**config.mk**
```make
export PLATFORM = sky130hd
export DESIGN_NAME = ovl_compositor
export DESIGN_NICKNAME = d
export VERILOG_FILES = /design/src/rtl/ovl_comp_pkg.sv /design/src/rtl/ovl_cfg_shadow.sv /design/src/rtl/ovl_window_hit.sv /design/src/rtl/ovl_pix_mux.sv /design/src/rtl/ovl_compositor.sv
export SDC_FILE = /design/constraint.sdc
export NUM_CORES = 1
export LEC_CHECK = 0
export BUFFER_PORTS_ARGS = -buffer_cell sky130_fd_sc_hd__buf_4
export CAP_MARGIN = 20
export CORE_UTILIZATION = 45
export CTS_BUF_LIST = sky130_fd_sc_hd__clkbuf_4 sky130_fd_sc_hd__clkbuf_8
export CTS_CLUSTER_DIAMETER = 30
export DETAILED_ROUTE_END_ITERATION = 8
export HOLD_SLACK_MARGIN = 0.12
export PLACE_DENSITY = 0.72
export SETUP_SLACK_MARGIN = 0.02
export SYNTH_ARGS = -nofsm -noshare
export SYNTH_HDL_FRONTEND = slang
export SYNTH_SLANG_ARGS = --single-unit
```
**constraint.sdc**
```tcl
create_clock -name clk_i -period 4.9 [get_ports clk_i]
set_input_delay 0.245 -clock clk_i [delete_from_list [all_inputs] [get_ports clk_i]]
set_output_delay 0.245 -clock clk_i [all_outputs]
set_load 0.01 [all_outputs]
```
**src/rtl/ovl_comp_pkg.sv**
```systemverilog
package ovl_comp_pkg;
  localparam int unsigned COORD_W    = 10;
  localparam int unsigned SIZE_W     = COORD_W + 1;
  localparam int unsigned CTL_W      = 32;
  localparam int unsigned BCODE_W    = 4;
  localparam int unsigned FMT_W      = 3;
  localparam int unsigned BPP_W      = 6;
  localparam int unsigned ALIGN_BITS = 5;   // 32-bit word
  localparam int unsigned N_OVL      = 2;

  // control word 1
  localparam int unsigned C1_W_LSB   = 0;
  localparam int unsigned C1_H_LSB   = 10;
  localparam int unsigned C1_BPP_LSB = 20;
  localparam int unsigned C1_EN_BIT  = 31;
  // control word 2
  localparam int unsigned C2_X_LSB   = 0;
  localparam int unsigned C2_Y_LSB   = 10;
  localparam int unsigned C2_FMT_LSB = 20;

  typedef enum logic [FMT_W-1:0] {
    FMT_RGB       = 3'd0,
    FMT_Y444_PACK = 3'd1,
    FMT_Y444_PLAN = 3'd2,
    FMT_Y422_PLAN = 3'd3,
    FMT_Y420_PLAN = 3'd4
  } src_fmt_e;

  typedef struct packed {
    logic              on;
    logic [SIZE_W-1:0] x_lo;
    logic [SIZE_W-1:0] x_hi;
    logic [SIZE_W-1:0] y_lo;
    logic [SIZE_W-1:0] y_hi;
  } win_t;

  // {legal, bits per pixel}
  function automatic logic [BPP_W:0] eff_bpp(input logic [FMT_W-1:0]   fmt,
                                             input logic [BCODE_W-1:0] code);
    logic [BPP_W:0] r;
    r = '0;
    case (src_fmt_e'(fmt))
      FMT_RGB: begin
        if (code < 4'd5)       r = {1'b1, BPP_W'(1) << code};
        else if (code == 4'd5) r = {1'b1, BPP_W'(18)};
        else if (code == 4'd6) r = {1'b1, BPP_W'(24)};
        else if (code == 4'd7) r = {1'b1, BPP_W'(32)};
      end
      FMT_Y444_PACK: r = {1'b1, BPP_W'(24)};
      FMT_Y444_PLAN: r = {1'b1, BPP_W'(8)};
      FMT_Y422_PLAN: r = {1'b1, BPP_W'(4)};
      FMT_Y420_PLAN: r = {1'b1, BPP_W'(2)};
      default:       r = '0;
    endcase
    return r;
  endfunction
endpackage

```
**src/rtl/ovl_cfg_shadow.sv**
```systemverilog
module ovl_cfg_shadow
  import ovl_comp_pkg::*;
#(
  parameter bit HAS_FMT = 1'b0
) (
  input  logic              clk_i,
  input  logic              rst_ni,
  input  logic              load_i,
  input  logic [CTL_W-1:0]  ctl1_i,
  input  logic [CTL_W-1:0]  ctl2_i,
  input  logic [SIZE_W-1:0] base_w_i,
  input  logic [SIZE_W-1:0] base_h_i,
  output win_t              win_o,
  output logic              err_o
);
  localparam int unsigned PROD_W = COORD_W + BPP_W;

  logic [COORD_W-1:0] w_m1, h_m1, xs, ys;
  logic [BCODE_W-1:0] bcode;
  logic [FMT_W-1:0]   fmt;
  logic               en;
  logic [BPP_W:0]     bpp_v;
  logic [PROD_W-1:0]  xbits;
  logic [SIZE_W-1:0]  x_end, y_end;
  logic               fmt_bad, bpp_ok, align_ok, fit_ok, bad;
  logic               unused_bits;

  assign w_m1  = ctl1_i[C1_W_LSB +: COORD_W];
  assign h_m1  = ctl1_i[C1_H_LSB +: COORD_W];
  assign bcode = ctl1_i[C1_BPP_LSB +: BCODE_W];
  assign en    = ctl1_i[C1_EN_BIT];
  assign xs    = ctl2_i[C2_X_LSB +: COORD_W];
  assign ys    = ctl2_i[C2_Y_LSB +: COORD_W];
  assign fmt   = ctl2_i[C2_FMT_LSB +: FMT_W];
  assign unused_bits = ^{ctl1_i[30:24], ctl2_i[31:23]};

  // overlay without a format field must see zero there
  assign fmt_bad  = !HAS_FMT && (fmt != '0);
  assign bpp_v    = eff_bpp(fmt, bcode);
  assign bpp_ok   = bpp_v[BPP_W] && !fmt_bad;
  assign xbits    = PROD_W'(xs) * PROD_W'(bpp_v[BPP_W-1:0]);
  assign align_ok = (xbits[ALIGN_BITS-1:0] == '0);

  assign x_end  = SIZE_W'(xs) + SIZE_W'(w_m1);
  assign y_end  = SIZE_W'(ys) + SIZE_W'(h_m1);
  assign fit_ok = (x_end < base_w_i) && (y_end < base_h_i);
  assign bad    = !bpp_ok || !align_ok || !fit_ok;

  always_ff @(posedge clk_i or negedge rst_ni) begin
    if (!rst_ni) begin
      win_o <= '0;
      err_o <= 1'b0;
    end else if (load_i) begin
      win_o.on   <= en && !bad;
      win_o.x_lo <= SIZE_W'(xs);
      win_o.x_hi <= x_end;
      win_o.y_lo <= SIZE_W'(ys);
      win_o.y_hi <= y_end;
      err_o      <= en && bad;
    end
  end

  // captured window only moves on a load
  a_r11_hold_between_loads: assert property (@(posedge clk_i) disable iff (!rst_ni)
    !load_i |=> $stable(win_o) && $stable(err_o));

  // oversize window is flagged and hidden
  a_r4_oversize_hidden: assert property (@(posedge clk_i) disable iff (!rst_ni)
    load_i && en && (SIZE_W'(xs) + SIZE_W'(w_m1) >= base_w_i) |=> err_o && !win_o.on);

  // disabled overlay never flags
  a_r6_off_no_err: assert property (@(posedge clk_i) disable iff (!rst_ni)
    load_i && !en |=> !err_o && !win_o.on);

  if (!HAS_FMT) begin : g_no_fmt
    // overlay without format field accepts only zero there
    a_r3_fmt_must_be_zero: assert property (@(posedge clk_i) disable iff (!rst_ni)
      load_i && en && (ctl2_i[C2_FMT_LSB +: FMT_W] != '0) |=> err_o);
  end
endmodule

```
**src/rtl/ovl_window_hit.sv**
```systemverilog
module ovl_window_hit
  import ovl_comp_pkg::*;
(
  input  win_t               win_i,
  input  logic               active_i,
  input  logic [COORD_W-1:0] x_i,
  input  logic [COORD_W-1:0] y_i,
  output logic               hit_o
);
  logic [SIZE_W-1:0] xe, ye;
  assign xe = SIZE_W'(x_i);
  assign ye = SIZE_W'(y_i);

  // inclusive limits: stored size is already minus one
  assign hit_o = win_i.on && active_i &&
                 (xe >= win_i.x_lo) && (xe <= win_i.x_hi) &&
                 (ye >= win_i.y_lo) && (ye <= win_i.y_hi);
endmodule

```
**src/rtl/ovl_pix_mux.sv**
```systemverilog
module ovl_pix_mux
  import ovl_comp_pkg::*;
#(
  parameter int unsigned PIX_W = 24
) (
  input  logic                        above_i,
  input  logic [N_OVL-1:0]            hit_i,
  input  logic [N_OVL-1:0]            vld_i,
  input  logic [N_OVL-1:0][PIX_W-1:0] ovl_px_i,
  input  logic [PIX_W-1:0]            base_px_i,
  output logic [PIX_W-1:0]            px_o
);
  // later index overrides: highest overlay on top
  always_comb begin
    px_o = base_px_i;
    for (int k = 0; k < N_OVL; k++) begin
      if (above_i && hit_i[k] && vld_i[k]) px_o = ovl_px_i[k];
    end
  end
endmodule

```
**src/rtl/ovl_compositor.sv**
```systemverilog
module ovl_compositor
  import ovl_comp_pkg::*;
#(
  parameter int unsigned PIX_W = 24
) (
  input  logic               clk_i,
  input  logic               rst_ni,
  input  logic               frame_start_i,
  input  logic               active_i,
  input  logic [COORD_W-1:0] x_i,
  input  logic [COORD_W-1:0] y_i,
  input  logic [SIZE_W-1:0]  base_w_i,
  input  logic [SIZE_W-1:0]  base_h_i,
  input  logic               ovl_above_i,
  input  logic [CTL_W-1:0]   ov1_ctl1_i,
  input  logic [CTL_W-1:0]   ov1_ctl2_i,
  input  logic [CTL_W-1:0]   ov2_ctl1_i,
  input  logic [CTL_W-1:0]   ov2_ctl2_i,
  input  logic [PIX_W-1:0]   base_px_i,
  input  logic [PIX_W-1:0]   ov1_px_i,
  input  logic [PIX_W-1:0]   ov2_px_i,
  input  logic               ov1_vld_i,
  input  logic               ov2_vld_i,
  output logic [PIX_W-1:0]   px_o,
  output logic [N_OVL-1:0]   req_o,
  output logic [N_OVL-1:0]   cfg_err_o
);
  logic [N_OVL-1:0][CTL_W-1:0] ctl1_a, ctl2_a;
  logic [N_OVL-1:0][PIX_W-1:0] ovl_px_a;
  logic [N_OVL-1:0]            vld_a, hit_a, err_a;
  win_t                        win_a [N_OVL];
  logic                        above_q, seen_q;
  logic [PIX_W-1:0]            px_d;

  assign ctl1_a   = {ov2_ctl1_i, ov1_ctl1_i};
  assign ctl2_a   = {ov2_ctl2_i, ov1_ctl2_i};
  assign ovl_px_a = {ov2_px_i, ov1_px_i};
  assign vld_a    = {ov2_vld_i, ov1_vld_i};

  for (genvar k = 0; k < N_OVL; k++) begin : g_ovl
    ovl_cfg_shadow #(.HAS_FMT(k != 0)) i_shadow (
      .clk_i    (clk_i),
      .rst_ni   (rst_ni),
      .load_i   (frame_start_i),
      .ctl1_i   (ctl1_a[k]),
      .ctl2_i   (ctl2_a[k]),
      .base_w_i (base_w_i),
      .base_h_i (base_h_i),
      .win_o    (win_a[k]),
      .err_o    (err_a[k])
    );

    ovl_window_hit i_hit (
      .win_i    (win_a[k]),
      .active_i (active_i),
      .x_i      (x_i),
      .y_i      (y_i),
      .hit_o    (hit_a[k])
    );
  end

  ovl_pix_mux #(.PIX_W(PIX_W)) i_mux (
    .above_i   (above_q),
    .hit_i     (hit_a),
    .vld_i     (vld_a),
    .ovl_px_i  (ovl_px_a),
    .base_px_i (base_px_i),
    .px_o      (px_d)
  );

  always_ff @(posedge clk_i or negedge rst_ni) begin
    if (!rst_ni) begin
      above_q <= 1'b0;
      seen_q  <= 1'b0;
      px_o    <= '0;
      req_o   <= '0;
    end else begin
      seen_q <= 1'b1;
      if (frame_start_i) above_q <= ovl_above_i;
      px_o  <= px_d;
      req_o <= hit_a;
    end
  end

  assign cfg_err_o = err_a;

  // frame start only in blanking
  a_r11_start_in_blank: assert property (@(posedge clk_i) disable iff (!rst_ni)
    frame_start_i |-> !active_i);

  // no request outside the visible region
  a_r9_req_needs_active: assert property (@(posedge clk_i) disable iff (!rst_ni || !seen_q)
    (req_o != '0) |-> $past(active_i));

  // below mode passes the base pixel
  a_r8_below_is_base: assert property (@(posedge clk_i) disable iff (!rst_ni || !seen_q)
    !$past(above_q) |-> (px_o == $past(base_px_i)));

  for (genvar k = 0; k < N_OVL; k++) begin : g_chk
    // a flagged overlay is hidden
    a_r6_err_no_req: assert property (@(posedge clk_i) disable iff (!rst_ni)
      cfg_err_o[k] |-> !req_o[k]);
  end
endmodule

```
==> impl_metrics.json <==
{
  "status": "complete, no violations",
  "drc_errors": 0,
  "crit_type": "input port to flop",
  "wl_per_cell_um": 17.0,
  "antenna_found_initial": 1,
  "post_cts_buffers": 0,
  "power_switching_uw": 1100,
  "insertion_delay_ns": 0.46,
  "fin_nets": 1876,
  "drv_slew": 0,
  "tns_ns": 0,
  "htreeDepth": 4,
  "rr_worst_depth": 11,
  "min_from": "active_i",
  "avgSynthCellArea_um2": 8.84,
  "grt_use_total_pct": 26.6,
  "ios": 277,
  "setup.worst_path.start": "ov2_ctl2_i[0]",
  "synthArstFlopShare_pct": 100,
  "cts_num_sinks": 115,
  "finalClockSkew_ns": 0.0187,
  "cellPowerDensity_mw_per_mm2": 246,
  "die-area_mm2": 0.0227,
  "regToRegStartpoint": "g_ovl[0].i_shadow.win_o[13]",
  "cap_viol_max_count": 0,
  "initialDrtViolationCount": 468,
  "ys.flop_type": "dfrtp_1",
  "rows": 53,
  "finalSetupViolations": 0,
  "critPathMaxFanout": 6,
  "cts_tree": "yes",
  "fin_crit_ns": 3.87,
  "final_common_cell": "buf_4",
  "ys_seq_area_share_pct": 29.0,
  "max_freq_mhz": 258,
  "root_buffer": "clkbuf_8",
  "comb_power_share_pct": 36.8,
  "cp-end-kind": "flop",
  "die_height_um": 151,
  "clkTransAtPathRegs_ns": 0.08,
  "p_leak_uw": 0.00668,
  "viasPerCell": 5.46,
  "hold_viol": 0,
  "ctsResizeCount": 0,
  "clk_path_buf_depth": 2,
  "dp_hpwl_um": 22500,
  "min_path_type": "input port to flop",
  "ys_seq_elements": 115,
  "placedCellCount": 1612,
  "drive_above_1_share_pct": 22.8,
  "setup.worst_path.end": "g_ovl[1].i_shadow.win_o[44]",
  "wl_um": 29600,
  "timing.final.crit_share_pct": 79.0,
  "routabilityCongestion": 0.878,
  "cts_buffers": 17,
  "swShare_pct": 33.6,
  "grt_pass1_wl_um": 46500,
  "critPathArrivalTime_ns": 4.25,
  "grt_max_degree": 80,
  "vias": 9473,
  "relSlewSlack_pct": 28.4,
  "power_uw": 3290,
  "r2r_end": "px_o[2]",
  "fin_cells": 1736,
  "ys_warn_count": 0,
  "p_clk_share_pct": 29.5,
  "ff2ff_setup_slack_ns": 1.17,
  "core-area_mm2": 0.0214,
  "synth_edf_count": 0,
  "synth_cells": 1123,
  "critPathRequiredTime_ns": 5.28,
  "initial_core_util_pct": 46.5,
  "start_kind": "input port",
  "postRouteAntennaNets": 0,
  "grt_pass1_vias": 9475,
  "layout_common_cells": "251 x buf_4, 172 x ha_1, 130 x inv_1, 115 x dfrtp_1, 109 x o21ai_0",
  "syn_area_mm2": 0.00993,
  "whs_ns": 0.173,
  "firstDrtPassIters": 4,
  "worst_slew_pin_slew_ns": 1.07,
  "rsz0062_at_grt": "false",
  "synth_cell_type_count": 67,
  "seq_power_share_pct": 33.8,
  "gr-total-overflow": 0,
  "syn_nets": 1552,
  "area_delta_synth_final_pct": 34.3,
  "die_w_um": 151,
  "io_buffer_count": 244,
  "ir_drop_mv": 0.192,
  "p_int_uw": 2180,
  "fill_cells": 1823
}
power by group through the flow:
stage / Clock (uW) / Combinational, uW / Sequential (uW)
floorplan: 0 / 726 / 1120
global placement: 0 / 1100 / 1120
detailed placement: 0 / 1140 / 1130
CTS: 988 / 1210 / 1110
global route: 1030 / 1360 / 1120
finish: 969 / 1210 / 1110
cell type report:
type / count / area (um^2) / share of cell area, %
multi-input combinational: 841 / 6400 / 48.0
inverter: 130 / 488 / 3.66
sequential: 115 / 2880 / 21.6
clock inverter: 12 / 156 / 1.17
timing repair buffer: 342 / 2800 / 21.0
tap: 275 / 344 / 2.58
antenna: 1 / 2.50 / 0.0188
clock buffer: 20 / 269 / 2.02
routing by layer:
| layer | wire [um] | up-vias | global-route usage [%] | share of wire, % |
|---|---|---|---|---|
| met5 | 0 | - | 0 | 0 |
| met4 | 968 | 0 | 10.6 | 3.3 |
| met3 | 1470 | 69 | 4.39 | 5.0 |
| met2 | 14700 | 289 | 45.9 | 50 |
| met1 | 12500 | 4450 | 33.0 | 42 |
| li1 | - | 4665 | - | - |
registers in the layout, indices dropped and copies added (netlist names):
register and count:
above_q 1, px_o 24, req_o 2, g_ovl.i_shadow.win_o 86, g_ovl.i_shadow.err_o 2
cell usage after synthesis, drive strengths merged, types with 8 or more instances:
library cell / number / area share (%)
ha: 172 / 22
inv: 130 / 4.9
dfrtp: 115 / 29
o21ai: 113 / 5.7
nand2: 85 / 3.2
nor2: 45 / 1.7
a21oi: 43 / 2.2
a31oi: 43 / 2.7
nor3: 33 / 1.7
a21o: 28 / 2.1
xnor2: 27 / 2.4
mux2: 24 / 2.7
or3b: 24 / 2.1
nand3: 23 / 1.2
clkbuf: 22 / 0.86
o21a: 16 / 1.2
buf: 15 / 0.79
nor2b: 15 / 1.0
and2: 11 / 0.69
nand2b: 10 / 0.63
or3: 10 / 0.63
fa: 8 / 1.6
worst min path at each step:
stage	end	depth (start not counted)
finish	req_o[1]	5
global route	g_ovl[0].i_shadow.win_o[22]	3
global placement	g_ovl[0].i_shadow.win_o[35]	1
CTS	req_o[1]	5
floorplan	above_q	0
detailed placement	g_ovl[0].i_shadow.win_o[35]	1
through the flow:
stage | cell area, um^2 | utilization, % | worst slack (ns)
floorplan | 9930 | - | 1.04
global placement | 12000 | 56.2 | 0.754
detailed placement | 12000 | 56.2 | 0.670
CTS | 13300 | 62.4 | 1.05
global route | 13300 | 62.4 | 0.764
finish | 13300 | 62.4 | 1.03
critical path: stages:
cell,delay (ns)
dlygate4sd3_1,0.52
buf_4,0.14
ha_1,0.16
inv_1,0.05
fa_1,0.39
nor2b_1,0.12
o21ai_0,0.12
a21boi_0,0.29
o21ai_0,0.16
a21oi_1,0.25
nand3_1,0.13
nand2_1,0.09
ha_1,0.25
a22o_1,0.24
nor4_1,0.31
o2111ai_1,0.21
a2111oi_2,0.37
a22o_1,0.18
kinds of logic after synthesis:
kind of cell    synth area share [%]
fa+ha+maj                       23.3
xor+xnor                        3.23
mux                             3.33
compound gates                  19.5
flops                           29.0
simple gates                    15.1
buf+inv                         6.57
repair_timing:
item / in CTS / in global routing
endpoints found under the hold margin: 124 / 0
setup endpoints to repair: 0 / 0
hold buffers: 91 / 0
Power figures use the tool's default switching activity.
